**config.mk**
```make
export PLATFORM = sky130hd
export DESIGN_NAME = spi_slave_tx
export DESIGN_NICKNAME = d
export VERILOG_FILES = /design/src/rtl/spi_tx_pkg.sv /design/src/rtl/spi_tx_sampler.sv /design/src/rtl/spi_tx_shifter.sv /design/src/rtl/spi_slave_tx.sv
export SDC_FILE = /design/constraint.sdc
export NUM_CORES = 1
export LEC_CHECK = 0
export BUFFER_PORTS_ARGS = -buffer_cell sky130_fd_sc_hd__buf_2
export CAP_MARGIN = 0
export CELL_PAD_IN_SITES_DETAIL_PLACEMENT = 2
export CELL_PAD_IN_SITES_GLOBAL_PLACEMENT = 2
export CORE_ASPECT_RATIO = 1.5
export CORE_MARGIN = 2
export CORE_UTILIZATION = 40
export CTS_CLUSTER_SIZE = 28
export DETAILED_ROUTE_END_ITERATION = 8
export GPL_TIMING_DRIVEN = 0
export PLACE_DENSITY = 0.91
export RECOVER_POWER = 50
export SYNTH_ARGS = -nofsm -noshare
export SYNTH_HDL_FRONTEND = slang
export SYNTH_HIERARCHICAL = 1
export SYNTH_SLANG_ARGS = --single-unit
```
**constraint.sdc**
```tcl
create_clock -name clk -period 2.85 [get_ports clk]
set_input_delay 0.57 -clock clk [delete_from_list [all_inputs] [get_ports clk]]
set_output_delay 0.57 -clock clk [all_outputs]
set_load 0.1 [all_outputs]
```
**src/rtl/spi_tx_pkg.sv**
```systemverilog
package spi_tx_pkg;

   // Events decoded from the oversampled SPI pins
   typedef struct packed {
      logic cs_low;    // synchronised chip-select is active
      logic cs_fall;   // chip-select has just become active
      logic sck_rise;  // serial clock rose while selected
   } spi_evt_t;

   // System ticks from the first sample of a high serial clock to the MISO update
   function automatic int unsigned tx_latency(input int unsigned stages, input bit pin_reg);
      return stages + 1 + (pin_reg ? 2 : 0);
   endfunction

endpackage

```
**src/rtl/spi_tx_sampler.sv**
```systemverilog
module spi_tx_sampler
   import spi_tx_pkg::*;
#(
   parameter int unsigned SYNC_STAGES = 2,
   parameter bit          PIN_REG     = 1'b0
) (
   input  logic     clk,
   input  logic     rst_n,
   input  logic     cs_n_pin,
   input  logic     sck_pin,
   output spi_evt_t evt
);

   localparam int unsigned TOP = SYNC_STAGES - 1;

   logic cs_in, sck_in;

   generate
      if (PIN_REG) begin : g_pin_reg
         logic cs_r, sck_r;
         always_ff @(posedge clk or negedge rst_n) begin
            if (!rst_n) begin
               cs_r  <= 1'b1;
               sck_r <= 1'b0;
            end else begin
               cs_r  <= cs_n_pin;
               sck_r <= sck_pin;
            end
         end
         assign cs_in  = cs_r;
         assign sck_in = sck_r;
      end else begin : g_pin_direct
         assign cs_in  = cs_n_pin;
         assign sck_in = sck_pin;
      end
   endgenerate

   logic [SYNC_STAGES-1:0] cs_q, sck_q;
   logic                   cs_prev, sck_prev;

   always_ff @(posedge clk or negedge rst_n) begin
      if (!rst_n) begin
         cs_q     <= '1;
         sck_q    <= '0;
         cs_prev  <= 1'b1;
         sck_prev <= 1'b0;
      end else begin
         cs_q     <= {cs_q[SYNC_STAGES-2:0], cs_in};
         sck_q    <= {sck_q[SYNC_STAGES-2:0], sck_in};
         cs_prev  <= cs_q[TOP];
         sck_prev <= sck_q[TOP];
      end
   end

   always_comb begin
      evt.cs_low   = ~cs_q[TOP];
      evt.cs_fall  = cs_prev & ~cs_q[TOP];
      evt.sck_rise = sck_q[TOP] & ~sck_prev & ~cs_q[TOP];
   end

endmodule

```
**src/rtl/spi_tx_shifter.sv**
```systemverilog
module spi_tx_shifter
   import spi_tx_pkg::*;
#(
   parameter int unsigned WORD_W = 8
) (
   input  logic              clk,
   input  logic              rst_n,
   input  spi_evt_t          evt,
   input  logic [WORD_W-1:0] in_data,
   input  logic              in_valid,
   output logic              in_ready,
   output logic              underrun,
   output logic [WORD_W-1:0] shreg
);

   localparam int unsigned CNT_W = $clog2(WORD_W);
   localparam logic [CNT_W-1:0] LAST_BIT = CNT_W'(WORD_W - 1);

   logic [CNT_W-1:0]  bit_cnt;
   logic [WORD_W-1:0] last_q;
   logic              boundary, load;
   logic [WORD_W-1:0] next_word;

   assign boundary  = evt.sck_rise && (bit_cnt == LAST_BIT);
   assign load      = evt.cs_fall || boundary;
   assign next_word = in_valid ? in_data : last_q;
   assign in_ready  = load;
   assign underrun  = load && !in_valid;

   always_ff @(posedge clk or negedge rst_n) begin
      if (!rst_n) begin
         shreg   <= '0;
         last_q  <= '0;
         bit_cnt <= '0;
      end else if (load) begin
         shreg   <= next_word;
         bit_cnt <= '0;
         if (in_valid) last_q <= in_data;
      end else if (evt.sck_rise) begin
         shreg   <= {shreg[WORD_W-2:0], 1'b0};
         bit_cnt <= bit_cnt + 1'b1;
      end
   end

endmodule

```
**src/rtl/spi_slave_tx.sv**
```systemverilog
module spi_slave_tx
   import spi_tx_pkg::*;
#(
   parameter int unsigned WORD_W      = 8,
   parameter int unsigned SYNC_STAGES = 2,
   parameter bit          PIN_REG     = 1'b0,
   parameter int unsigned MIN_CLK_DIV = 6
) (
   input  logic              clk,
   input  logic              rst_n,
   input  logic              spi_cs_n,
   input  logic              spi_sck,
   output logic              spi_miso,
   output logic              spi_miso_oe,
   input  logic [WORD_W-1:0] in_data,
   input  logic              in_valid,
   output logic              in_ready,
   output logic              underrun
);

   localparam int unsigned LATENCY = tx_latency(SYNC_STAGES, PIN_REG);

   generate
      if (!(WORD_W == 8 || WORD_W == 16)) begin : g_bad_width
         $error("spi_slave_tx: WORD_W must be 8 or 16");
      end
      if (SYNC_STAGES < 2) begin : g_bad_sync
         $error("spi_slave_tx: SYNC_STAGES must be at least 2");
      end
      if (MIN_CLK_DIV < 4 || LATENCY >= MIN_CLK_DIV) begin : g_bad_div
         $error("spi_slave_tx: MIN_CLK_DIV must be at least 4 and exceed the data lag");
      end
   endgenerate

   spi_evt_t          evt;
   logic [WORD_W-1:0] shreg;

   spi_tx_sampler #(
      .SYNC_STAGES (SYNC_STAGES),
      .PIN_REG     (PIN_REG)
   ) u_sampler (
      .clk      (clk),
      .rst_n    (rst_n),
      .cs_n_pin (spi_cs_n),
      .sck_pin  (spi_sck),
      .evt      (evt)
   );

   spi_tx_shifter #(
      .WORD_W (WORD_W)
   ) u_shifter (
      .clk      (clk),
      .rst_n    (rst_n),
      .evt      (evt),
      .in_data  (in_data),
      .in_valid (in_valid),
      .in_ready (in_ready),
      .underrun (underrun),
      .shreg    (shreg)
   );

   generate
      if (PIN_REG) begin : g_out_reg
         logic miso_q, oe_q;
         always_ff @(posedge clk or negedge rst_n) begin
            if (!rst_n) begin
               miso_q <= 1'b0;
               oe_q   <= 1'b0;
            end else begin
               miso_q <= shreg[WORD_W-1];
               oe_q   <= evt.cs_low;
            end
         end
         assign spi_miso    = miso_q;
         assign spi_miso_oe = oe_q;
      end else begin : g_out_direct
         assign spi_miso    = shreg[WORD_W-1];
         assign spi_miso_oe = evt.cs_low;
      end
   endgenerate

endmodule

```
==> flow_metrics.env, run 1 <==
export IMPL_placementRows=23
export IMPL_required_ns=2.28
export IMPL_clock_path_buffers=2
export IMPL_drv_slew=0
export IMPL_netlist_instances=85
export IMPL_yosysTopAreaCellShare_pct=48.3
export IMPL_p_leak_nw=0.629
export IMPL_num_vias=748
export IMPL_period_minus_slack_ns=2.66
export IMPL_yosys_cell_types_count=19
export IMPL_grt_overflow_total=0
export IMPL_die_area_mm2=0.00330
export IMPL_postRouteAntennaNets=0
export IMPL_dp_cells=137
export IMPL_start_util_pct=42.1
export IMPL_utilization_pct=48.3
export IMPL_grt_pass1_wl_mm=4.26
export IMPL_worst_slew_margin_rel_pct=11.3
export IMPL_hp_class="reg2reg"
export IMPL_syn_nets=100
export IMPL_layout_setup_ws_ns=0.193
export IMPL_ys_ff_latch=25
export IMPL_p_sw_mw=0.247
export IMPL_finalSetupViolations=0
export IMPL_maxCapViolations=0
export IMPL_die_h_um=69.4
export IMPL_yosysWarningCount=6
export IMPL_final_cells=141
export IMPL_drive_gt1_share_pct=26.9
export IMPL_wire_per_inst_um=17.8
export IMPL_yosys_area_top_type="dfrtp_1"
export IMPL_cts_tree="yes"
export IMPL_place_gp_congestion=0.677
export IMPL_grt_antenna_before_repair=0
export IMPL_place_area_mm2=0.00126
export IMPL_insertedDiodeCount=0
export IMPL_dp_hpwl_mm=1.91
export IMPL_grt_pass1_vias=823
export IMPL_grt_start_max_net_pins=26
export IMPL_syn_avg_cell_area_um2=13.4
export IMPL_p_clk_share_pct=25.0
export IMPL_initialDrtViolationCount=13
export IMPL_switching_share_pct=30.0
export IMPL_p_per_area_mw_per_mm2=629
export IMPL_clkSlewWorstSetupHoldPaths_ns=0.08
export IMPL_ys_top_cells_by_area="dfrtp_1, mux2i_1, a32o_1"
export IMPL_post_cts_buffers=0
export IMPL_comb_power_share_pct=21.2
export IMPL_tightest_slew_ns=1.33
export IMPL_internal_power_mw=0.575
export IMPL_numCtsBuffers=3
export IMPL_final_area_mm2=0.00131
export IMPL_startpoint_type="flip-flop"
export IMPL_crit_fanout=10
export IMPL_setup_tns_final_ns=0
export IMPL_syn2layout_area_growth_pct=14.6
export IMPL_ir_drop_v=0.000297
export IMPL_worst_hold_slack_ns=0.366
export IMPL_rsz0062_at_grt="no"
export IMPL_firstDrtPassIters=4
export IMPL_nFillCells=296
export IMPL_max_freq_mhz=376
export IMPL_coreArea_mm2=0.00271
export IMPL_cts_hold_buf=0
export IMPL_cts_resized_gates=0
export IMPL_synth_area_mm2=0.00114
export IMPL_criticalPathCategory="reg2out"
export IMPL_seq_power_share_pct=53.7
export IMPL_period_share_pct=93.2
export IMPL_clock_skew_ns=0.00232
export IMPL_die_w_um=47.6
export IMPL_clkLatencyLatePin_ns=0.27
export IMPL_status="complete, no violations"
export IMPL_drc_errors=0
export IMPL_ioPinCount=17
export IMPL_arrival_ns=2.09
export IMPL_hold_viol=0
export IMPL_cts_root_buf="clkbuf_8"
export IMPL_final_net_count=120
export IMPL_cp_end_kind="primary output"
export IMPL_grtUsageTotal_pct=18.3
export IMPL_layout_common_cells="mux2i_1, dfrtp_1, buf_2"
export IMPL_power_mw=0.822
export IMPL_clock_sinks=25
export IMPL_viasPerCell=5.30
export IMPL_htree_num_levels=1
export IMPL_pre_cts_slack_ns=0.495
export IMPL_yosysSeqAreaShare_pct=55.2
export IMPL_routed_wl_mm=2.51
export IMPL_io_buffers=15
export IMPL_final_common_cell="mux2i_1"
[power by group through the flow]
stage | Sequential, mW | Combinational (mW) | Clock [mW]
floorplan | 0.467 | 0.104 | 0
global placement | 0.444 | 0.165 | 0
detailed placement | 0.451 | 0.177 | 0
CTS | 0.444 | 0.178 | 0.217
global route | 0.449 | 0.192 | 0.231
finish | 0.442 | 0.175 | 0.206
[area by class of cell]
| type | instances | area, µm² | area share (%) |
|---|---|---|---|
| clock inverters | 1 | 5.00 | 0.383 |
| multi-input cells | 54 | 477 | 36.5 |
| flip-flops and latches | 25 | 629 | 48.2 |
| clock buffers | 3 | 41.3 | 3.16 |
| inverters | 2 | 7.51 | 0.575 |
| well taps | 37 | 46.3 | 3.54 |
| plain buffers | 4 | 26.3 | 2.01 |
| repair buffers | 15 | 73.8 | 5.65 |
[path summary, 6_finish.rpt]
kind	startpoint	endpoint	slack (ns)	cells past startpoint
max in group asynchronous	rst_n	u_shifter/shreg[0]	1.49	1
min	u_sampler/cs_q[0]	u_sampler/cs_q[1]	0.37	0
max	u_shifter/bit_cnt[0]	in_ready	0.19	6
min reg2reg	u_sampler/cs_q[0]	u_sampler/cs_q[1]	0.37	0
max reg2reg	u_shifter/bit_cnt[0]	u_shifter/last_q[5]	1.02	6
min in group asynchronous	rst_n	u_shifter/shreg[6]	0.58	1
[cells by family after synthesis]
logic type / after synthesis / synth area share [%]
buffers and inverters: 6 / 2.96
adder cells (fa/ha/maj): 2 / 2.20
XOR/XNOR: 1 / 0.769
AND/OR/NAND/NOR: 17 / 8.89
flip-flops: 25 / 55.2
multiplexers: 24 / 21.1
AO/OA/AOI/OAI: 10 / 8.89
[worst max-delay path, cell delays in order, from the launching register on]
cell     delay (ns)
dfrtp_1        0.40
ha_1           0.21
ha_1           0.23
a21oi_4        0.40
inv_2          0.11
buf_6          0.17
buf_2          0.29
[routing by layer]
| layer | track usage (%) | vias up | share of wire [%] |
|---|---|---|---|
| met5 | 0 | - | 0 |
| met2 | 27.6 | 12 | 53 |
| li1 | - | 347 | - |
| met3 | 2.34 | 4 | 2.2 |
| met4 | 8.11 | 0 | 2.2 |
| met1 | 25.4 | 385 | 42 |
[cell usage after synthesis]
cell type / count
mux2i_1: 24
dfrtp_1: 22
a32o_1: 8
and2_1: 8
nor2_1: 4
buf_2: 3
dfstp_2: 3
ha_1: 2
a21oi_4: 1
buf_6: 1
inv_1: 1
inv_2: 1
nand2_1: 1
nand3_1: 1
nor2b_1: 1
nor3b_2: 1
o21ai_0: 1
or3b_2: 1
xnor2_1: 1
[state kept, by name (all words and copies together), names as in the netlist]
| signal | count |
|---|---|
| u_shifter/last_q | 8 |
| u_shifter/shreg | 8 |
| u_shifter/bit_cnt | 3 |
| u_sampler/cs_q | 2 |
| u_sampler/sck_q | 2 |
| u_sampler/cs_prev | 1 |
| u_sampler/sck_prev | 1 |
(Power assumes the default switching activity.)
==> run 2: changes to the inputs <==
--- a/config.mk
+++ b/config.mk
@@ -6,16 +6,15 @@
 export NUM_CORES = 1
 export LEC_CHECK = 0
 export BUFFER_PORTS_ARGS = -buffer_cell sky130_fd_sc_hd__buf_2
-export CAP_MARGIN = 0
 export CELL_PAD_IN_SITES_DETAIL_PLACEMENT = 2
 export CELL_PAD_IN_SITES_GLOBAL_PLACEMENT = 2
 export CORE_ASPECT_RATIO = 1.5
 export CORE_MARGIN = 2
-export CORE_UTILIZATION = 40
+export CORE_UTILIZATION = 37
 export CTS_CLUSTER_SIZE = 28
 export DETAILED_ROUTE_END_ITERATION = 8
 export GPL_TIMING_DRIVEN = 0
-export PLACE_DENSITY = 0.91
+export PLACE_DENSITY = 0.86
 export RECOVER_POWER = 50
 export SYNTH_ARGS = -nofsm -noshare
 export SYNTH_HDL_FRONTEND = slang
==> constraint.sdc (replaced) <==
create_clock -name clk -period 2.6 [get_ports clk]
set_input_delay 0.52 -clock clk [delete_from_list [all_inputs] [get_ports clk]]
set_output_delay 0.52 -clock clk [all_outputs]
set_load 0.1 [all_outputs]
==> flow_metrics.env, run 2 (synthesis results as in run 1) <==
export IMPL_dp_cells=139
export IMPL_internal_power_mw=0.633
export IMPL_die_h_um=72.0
export IMPL_postRouteAntennaNets=0
export IMPL_p_clk_share_pct=25.2
export IMPL_multi_input_area_um2=479
export IMPL_tightest_slew_ns=1.33
export IMPL_clkSlewWorstSetupHoldPaths_ns=0.08
export IMPL_finalSetupViolations=0
export IMPL_final_net_count=122
export IMPL_clock_path_buffers=2
export IMPL_p_sw_mw=0.274
export IMPL_coreArea_mm2=0.00291
export IMPL_syn2layout_area_growth_pct=16.4
export IMPL_clkLatencyLatePin_ns=0.27
export IMPL_dp_hpwl_mm=1.87
export IMPL_start_util_pct=39.1
export IMPL_comb_power_share_pct=21.4
export IMPL_seq_area_um2=629
export IMPL_hp_class="in2reg"
export IMPL_layout_common_cells="mux2i_1, dfrtp_1, buf_2"
export IMPL_grt_pass1_vias=886
export IMPL_numCtsBuffers=3
export IMPL_drv_slew=0
export IMPL_die_w_um=49.3
export IMPL_routed_wl_mm=2.64
export IMPL_grt_start_max_net_pins=26
export IMPL_p_per_area_mw_per_mm2=684
export IMPL_cp_slowest_cell="dfstp_2"
export IMPL_power_mw=0.907
export IMPL_maxCapViolations=0
export IMPL_grt_overflow_total=0
export IMPL_worst_path_buf_inv=3
export IMPL_htree_num_levels=1
export IMPL_seq_power_share_pct=53.4
export IMPL_arrival_ns=1.90
export IMPL_criticalPathCategory="reg2out"
export IMPL_cp_end_kind="primary output"
export IMPL_ir_drop_v=0.000431
export IMPL_io_buffers=15
export IMPL_insertedDiodeCount=0
export IMPL_period_share_pct=93.0
export IMPL_placementRows=24
export IMPL_cp_top_family="buffers and inverters"
export IMPL_p_leak_nw=0.638
export IMPL_nFillCells=301
export IMPL_status="complete, no violations"
export IMPL_final_cells=145
export IMPL_switching_share_pct=30.2
export IMPL_cts_hold_buf=0
export IMPL_viasPerCell=5.09
export IMPL_setup_tns_final_ns=0
export IMPL_required_ns=2.08
export IMPL_drive_gt1_share_pct=29.2
export IMPL_rsz0062_at_grt="no"
export IMPL_clock_skew_ns=0.00312
export IMPL_worst_slew_margin_rel_pct=11.2
export IMPL_grtUsageTotal_pct=17.2
export IMPL_ioPinCount=17
export IMPL_hold_viol=0
export IMPL_worstPathCellList="nor2b_1 -> a21oi_4 -> inv_2 -> buf_6 -> buf_2"
export IMPL_wire_per_inst_um=18.2
export IMPL_num_vias=738
export IMPL_cts_tree="yes"
export IMPL_drc_errors=0
export IMPL_die_area_mm2=0.00355
export IMPL_firstDrtPassIters=3
export IMPL_initialDrtViolationCount=14
export IMPL_period_minus_slack_ns=2.42
export IMPL_cts_resized_gates=0
export IMPL_clock_sinks=25
export IMPL_startpoint_type="flip-flop"
export IMPL_place_gp_congestion=0.696
export IMPL_max_freq_mhz=413
export IMPL_crit_fanout=10
export IMPL_grt_antenna_before_repair=0
export IMPL_grt_pass1_wl_mm=4.42
export IMPL_reg_top3="u_shifter/last_q: 8 flops, u_shifter/shreg: 8 flops, u_shifter/bit_cnt: 3 flops"
export IMPL_max_stage_delay_ns=0.53
export IMPL_final_common_cell="mux2i_1"
export IMPL_cts_root_buf="clkbuf_8"
==> run 2: path summary, 6_finish.rpt <==
check | startpoint | end | slack (ns) | cells past startpoint
setup / recovery | u_sampler/cs_prev | in_ready | 0.18 | 5
hold / removal | spi_cs_n | u_sampler/cs_q[0] | 0.34 | 1
setup reg to reg | u_shifter/bit_cnt[0] | u_shifter/shreg[5] | 0.93 | 6
hold reg to reg | u_sampler/cs_q[0] | u_sampler/cs_q[1] | 0.37 | 0
max in group asynchronous | rst_n | u_shifter/shreg[4] | 1.29 | 1
min in group asynchronous | rst_n | u_shifter/last_q[0] | 0.53 | 1
==> run 2: layout make-up <==
class                   instances  share of cell area [%]
clock buffers                   3                    3.11
inverters                       2                   0.566
flip-flops and latches         25                    47.5
multi-input cells              54                    36.1
plain buffers                   4                    1.98
repair buffers                 17                    6.70
clock inverters                 1                   0.377
well taps                      39                    3.68
==> run 2: layer usage <==
layer / vias up / global-route usage [%] / part of all wire, %
met5: - / 0 / 0
met4: 0 / 8.57 / 1.3
met3: 4 / 2.47 / 1.8
met2: 9 / 32.3 / 57
met1: 378 / 18.4 / 40
li1: 347 / - / -
==> run 2: metrics by stage <==
| stage | hold WS (ns) | area (µm²) | setup slack, ns | util (%) |
|---|---|---|---|---|
| CTS | 0.248 | 1330 | 0.218 | 45.6 |
| floorplan | 0.224 | 1140 | 0.402 | - |
| global placement | 0.332 | 1270 | 0.332 | 43.5 |
| detailed placement | 0.352 | 1270 | 0.287 | 43.5 |
| finish | 0.344 | 1330 | 0.181 | 45.5 |
| global route | 0.329 | 1330 | 0.106 | 45.5 |
==> run 2: power groups by stage <==
stage	logic, mW	clock network [mW]	registers, mW
global route	0.212	0.251	0.492
floorplan	0.115	0	0.512
global placement	0.181	0	0.486
CTS	0.198	0.237	0.485
detailed placement	0.194	0	0.492
finish	0.194	0.229	0.484
==> run 2: repair_timing <==
item,4_1_cts,5_1_grt
setup endpoints to repair,1,0
hold endpoints to repair,0,0
setup buffers,2,0
==> run 3: changes to the inputs <==
--- a/config.mk
+++ b/config.mk
@@ -16,6 +16,7 @@
 export GPL_TIMING_DRIVEN = 0
 export PLACE_DENSITY = 0.86
 export RECOVER_POWER = 50
+export SETUP_SLACK_MARGIN = 0.1
 export SYNTH_ARGS = -nofsm -noshare
 export SYNTH_HDL_FRONTEND = slang
 export SYNTH_HIERARCHICAL = 1
==> constraint.sdc (replaced) <==
create_clock -name clk -period 2.5 [get_ports clk]
set_input_delay 0.5 -clock clk [delete_from_list [all_inputs] [get_ports clk]]
set_output_delay 0.5 -clock clk [all_outputs]
set_load 0.1 [all_outputs]
==> flow_metrics.env, run 3 (synthesis results as in run 1) <==
export IMPL_crit_fanout=10
export IMPL_grt_pass1_vias=886
export IMPL_final_common_cell="mux2i_1"
export IMPL_ioPinCount=17
export IMPL_coreArea_mm2=0.00291
export IMPL_hold_path_startpoint="spi_cs_n"
export IMPL_routed_wl_mm=2.63
export IMPL_clock_skew_ns=0.00203
export IMPL_initialDrtViolationCount=14
export IMPL_grt_start_max_net_pins=26
export IMPL_criticalPathCategory="reg2out"
export IMPL_tightest_slew_ns=1.33
export IMPL_status="complete, no violations"
export IMPL_die_w_um=49.3
export IMPL_dp_hpwl_mm=1.87
export IMPL_hp_class="in2reg"
export IMPL_crit_cells=6
export IMPL_reg_top3="u_shifter/last_q: 8 flops, u_shifter/shreg: 8 flops, u_shifter/bit_cnt: 3 flops"
export IMPL_worstPathCellList="ha_1 -> ha_1 -> a21oi_4 -> inv_2 -> buf_6 -> clkbuf_4"
export IMPL_wire_per_inst_um=18.1
export IMPL_cp_slowest_cell="dfrtp_1"
export IMPL_finalSetupViolations=0
export IMPL_cts_root_buf="clkbuf_8"
export IMPL_period_minus_slack_ns=2.31
export IMPL_num_vias=742
export IMPL_nFillCells=299
export IMPL_max_freq_mhz=432
export IMPL_grt_pass1_wl_mm=4.42
export IMPL_placementRows=24
export IMPL_syn2layout_area_growth_pct=16.8
export IMPL_postRouteAntennaNets=0
export IMPL_place_gp_congestion=0.696
export IMPL_utilization_pct=45.7
export IMPL_power_mw=0.945
export IMPL_worst_slew_margin_rel_pct=11.3
export IMPL_final_net_count=122
export IMPL_cts_tree="yes"
export IMPL_rsz0062_at_grt="yes"
export IMPL_clkLatencyLatePin_ns=0.27
export IMPL_insertedDiodeCount=0
export IMPL_viasPerCell=5.12
export IMPL_setup_tns_final_ns=0
export IMPL_cp_top_family="buffers and inverters"
export IMPL_clock_path_buffers=2
export IMPL_grt_overflow_total=0
export IMPL_hold_viol=0
export IMPL_die_h_um=72.0
export IMPL_clkSlewWorstSetupHoldPaths_ns=0.08
export IMPL_hold_path_cell_count=1
export IMPL_p_per_area_mw_per_mm2=710
export IMPL_required_ns=2.00
export IMPL_die_area_mm2=0.00355
export IMPL_hold_end="u_sampler/cs_q[0]"
export IMPL_cp_end_kind="primary output"
export IMPL_clock_sinks=25
export IMPL_maxCapViolations=0
export IMPL_multi_input_area_um2=479
export IMPL_drive_gt1_share_pct=29.2
export IMPL_htree_num_levels=1
export IMPL_io_buffers=15
export IMPL_r2r_start="u_shifter/bit_cnt[0]"
export IMPL_drc_errors=0
export IMPL_start_util_pct=39.1
export IMPL_drv_slew=0
export IMPL_r2r_cells=6
export IMPL_crit_path_frequent_cell="ha_1"
export IMPL_startpoint_type="flip-flop"
export IMPL_ir_drop_v=0.000447
export IMPL_layout_common_cells="mux2i_1, dfrtp_1, buf_2"
export IMPL_rr_endpoint="u_shifter/shreg[5]"
export IMPL_worst_path_buf_inv=3
export IMPL_firstDrtPassIters=4
export IMPL_max_stage_delay_ns=0.40
export IMPL_grtUsageTotal_pct=17.2
export IMPL_grt_antenna_before_repair=0
export IMPL_arrival_ns=1.81
export IMPL_period_share_pct=92.6
export IMPL_seq_area_um2=629
export IMPL_rrSetupSlack_ns=0.83
export IMPL_numCtsBuffers=3
export IMPL_p_leak_nw=0.637
[run 3: changes by cell type in the layout (fill, tap and decap cells not counted), sizes merged]
cell / before / now
buf: 20 / 18
clkbuf: 4 / 6
[run 3: worst register-to-register path, stage by stage, from the launching register on]
cell and delay (ns):
dfrtp_1 0.40, ha_1 0.21, ha_1 0.23, a21oi_4 0.20
buf_4 0.15, buf_4 0.19, mux2i_1 0.22
[run 3: final cells by class]
type | count | share of cell area (%)
plain buffers | 4 | 1.97
clock buffers | 3 | 3.10
clock inverters | 1 | 0.376
inverters | 2 | 0.564
multi-input cells | 54 | 36.0
flip-flops and latches | 25 | 47.3
well taps | 39 | 3.67
repair buffers | 17 | 7.05
[run 3: what timing repair did]
action	4_1_cts	5_1_grt
setup endpoints to repair	1	2
pin swaps	1	0
buffers inserted	2	0
hold buffers	0	0
resized for setup	0	2
[run 3: worst max-delay path by stage]
stage | start | to
global route | u_shifter/bit_cnt[0] | in_ready
CTS | u_sampler/cs_prev | in_ready
finish | u_shifter/bit_cnt[0] | in_ready
detailed placement | u_shifter/bit_cnt[0] | in_ready
global placement | u_shifter/bit_cnt[0] | in_ready
floorplan | u_sampler/cs_prev | underrun
[run 3: metal layers]
metal | GRT usage (%) | wire length [µm] | vias to the layer above | share of wire [%]
met3 | 2.47 | 46 | 4 | 1.7
met1 | 18.4 | 1040 | 381 | 39
met5 | 0 | 0 | - | 0
met4 | 8.57 | 34 | 0 | 1.3
li1 | - | - | 348 | -
met2 | 32.3 | 1510 | 9 | 57
[run 3: per-stage QoR]
step	hold slack [ns]	cells	cell area, µm²	worst slack (ns)
6_report	0.322	145	1330	0.186
5_1_grt	0.309	145	1330	0.0979
4_1_cts	0.228	145	1330	0.138
3_5_place_dp	0.352	139	1270	0.207
3_3_place_gp	0.332	139	1270	0.252
2_1_floorplan	0.204	85	1140	0.326
[run 3: report_power, final]
group / switching (mW) / internal (mW)
clock network: 0.128 / 0.112
logic: 0.123 / 0.0792
registers: 0.0353 / 0.468
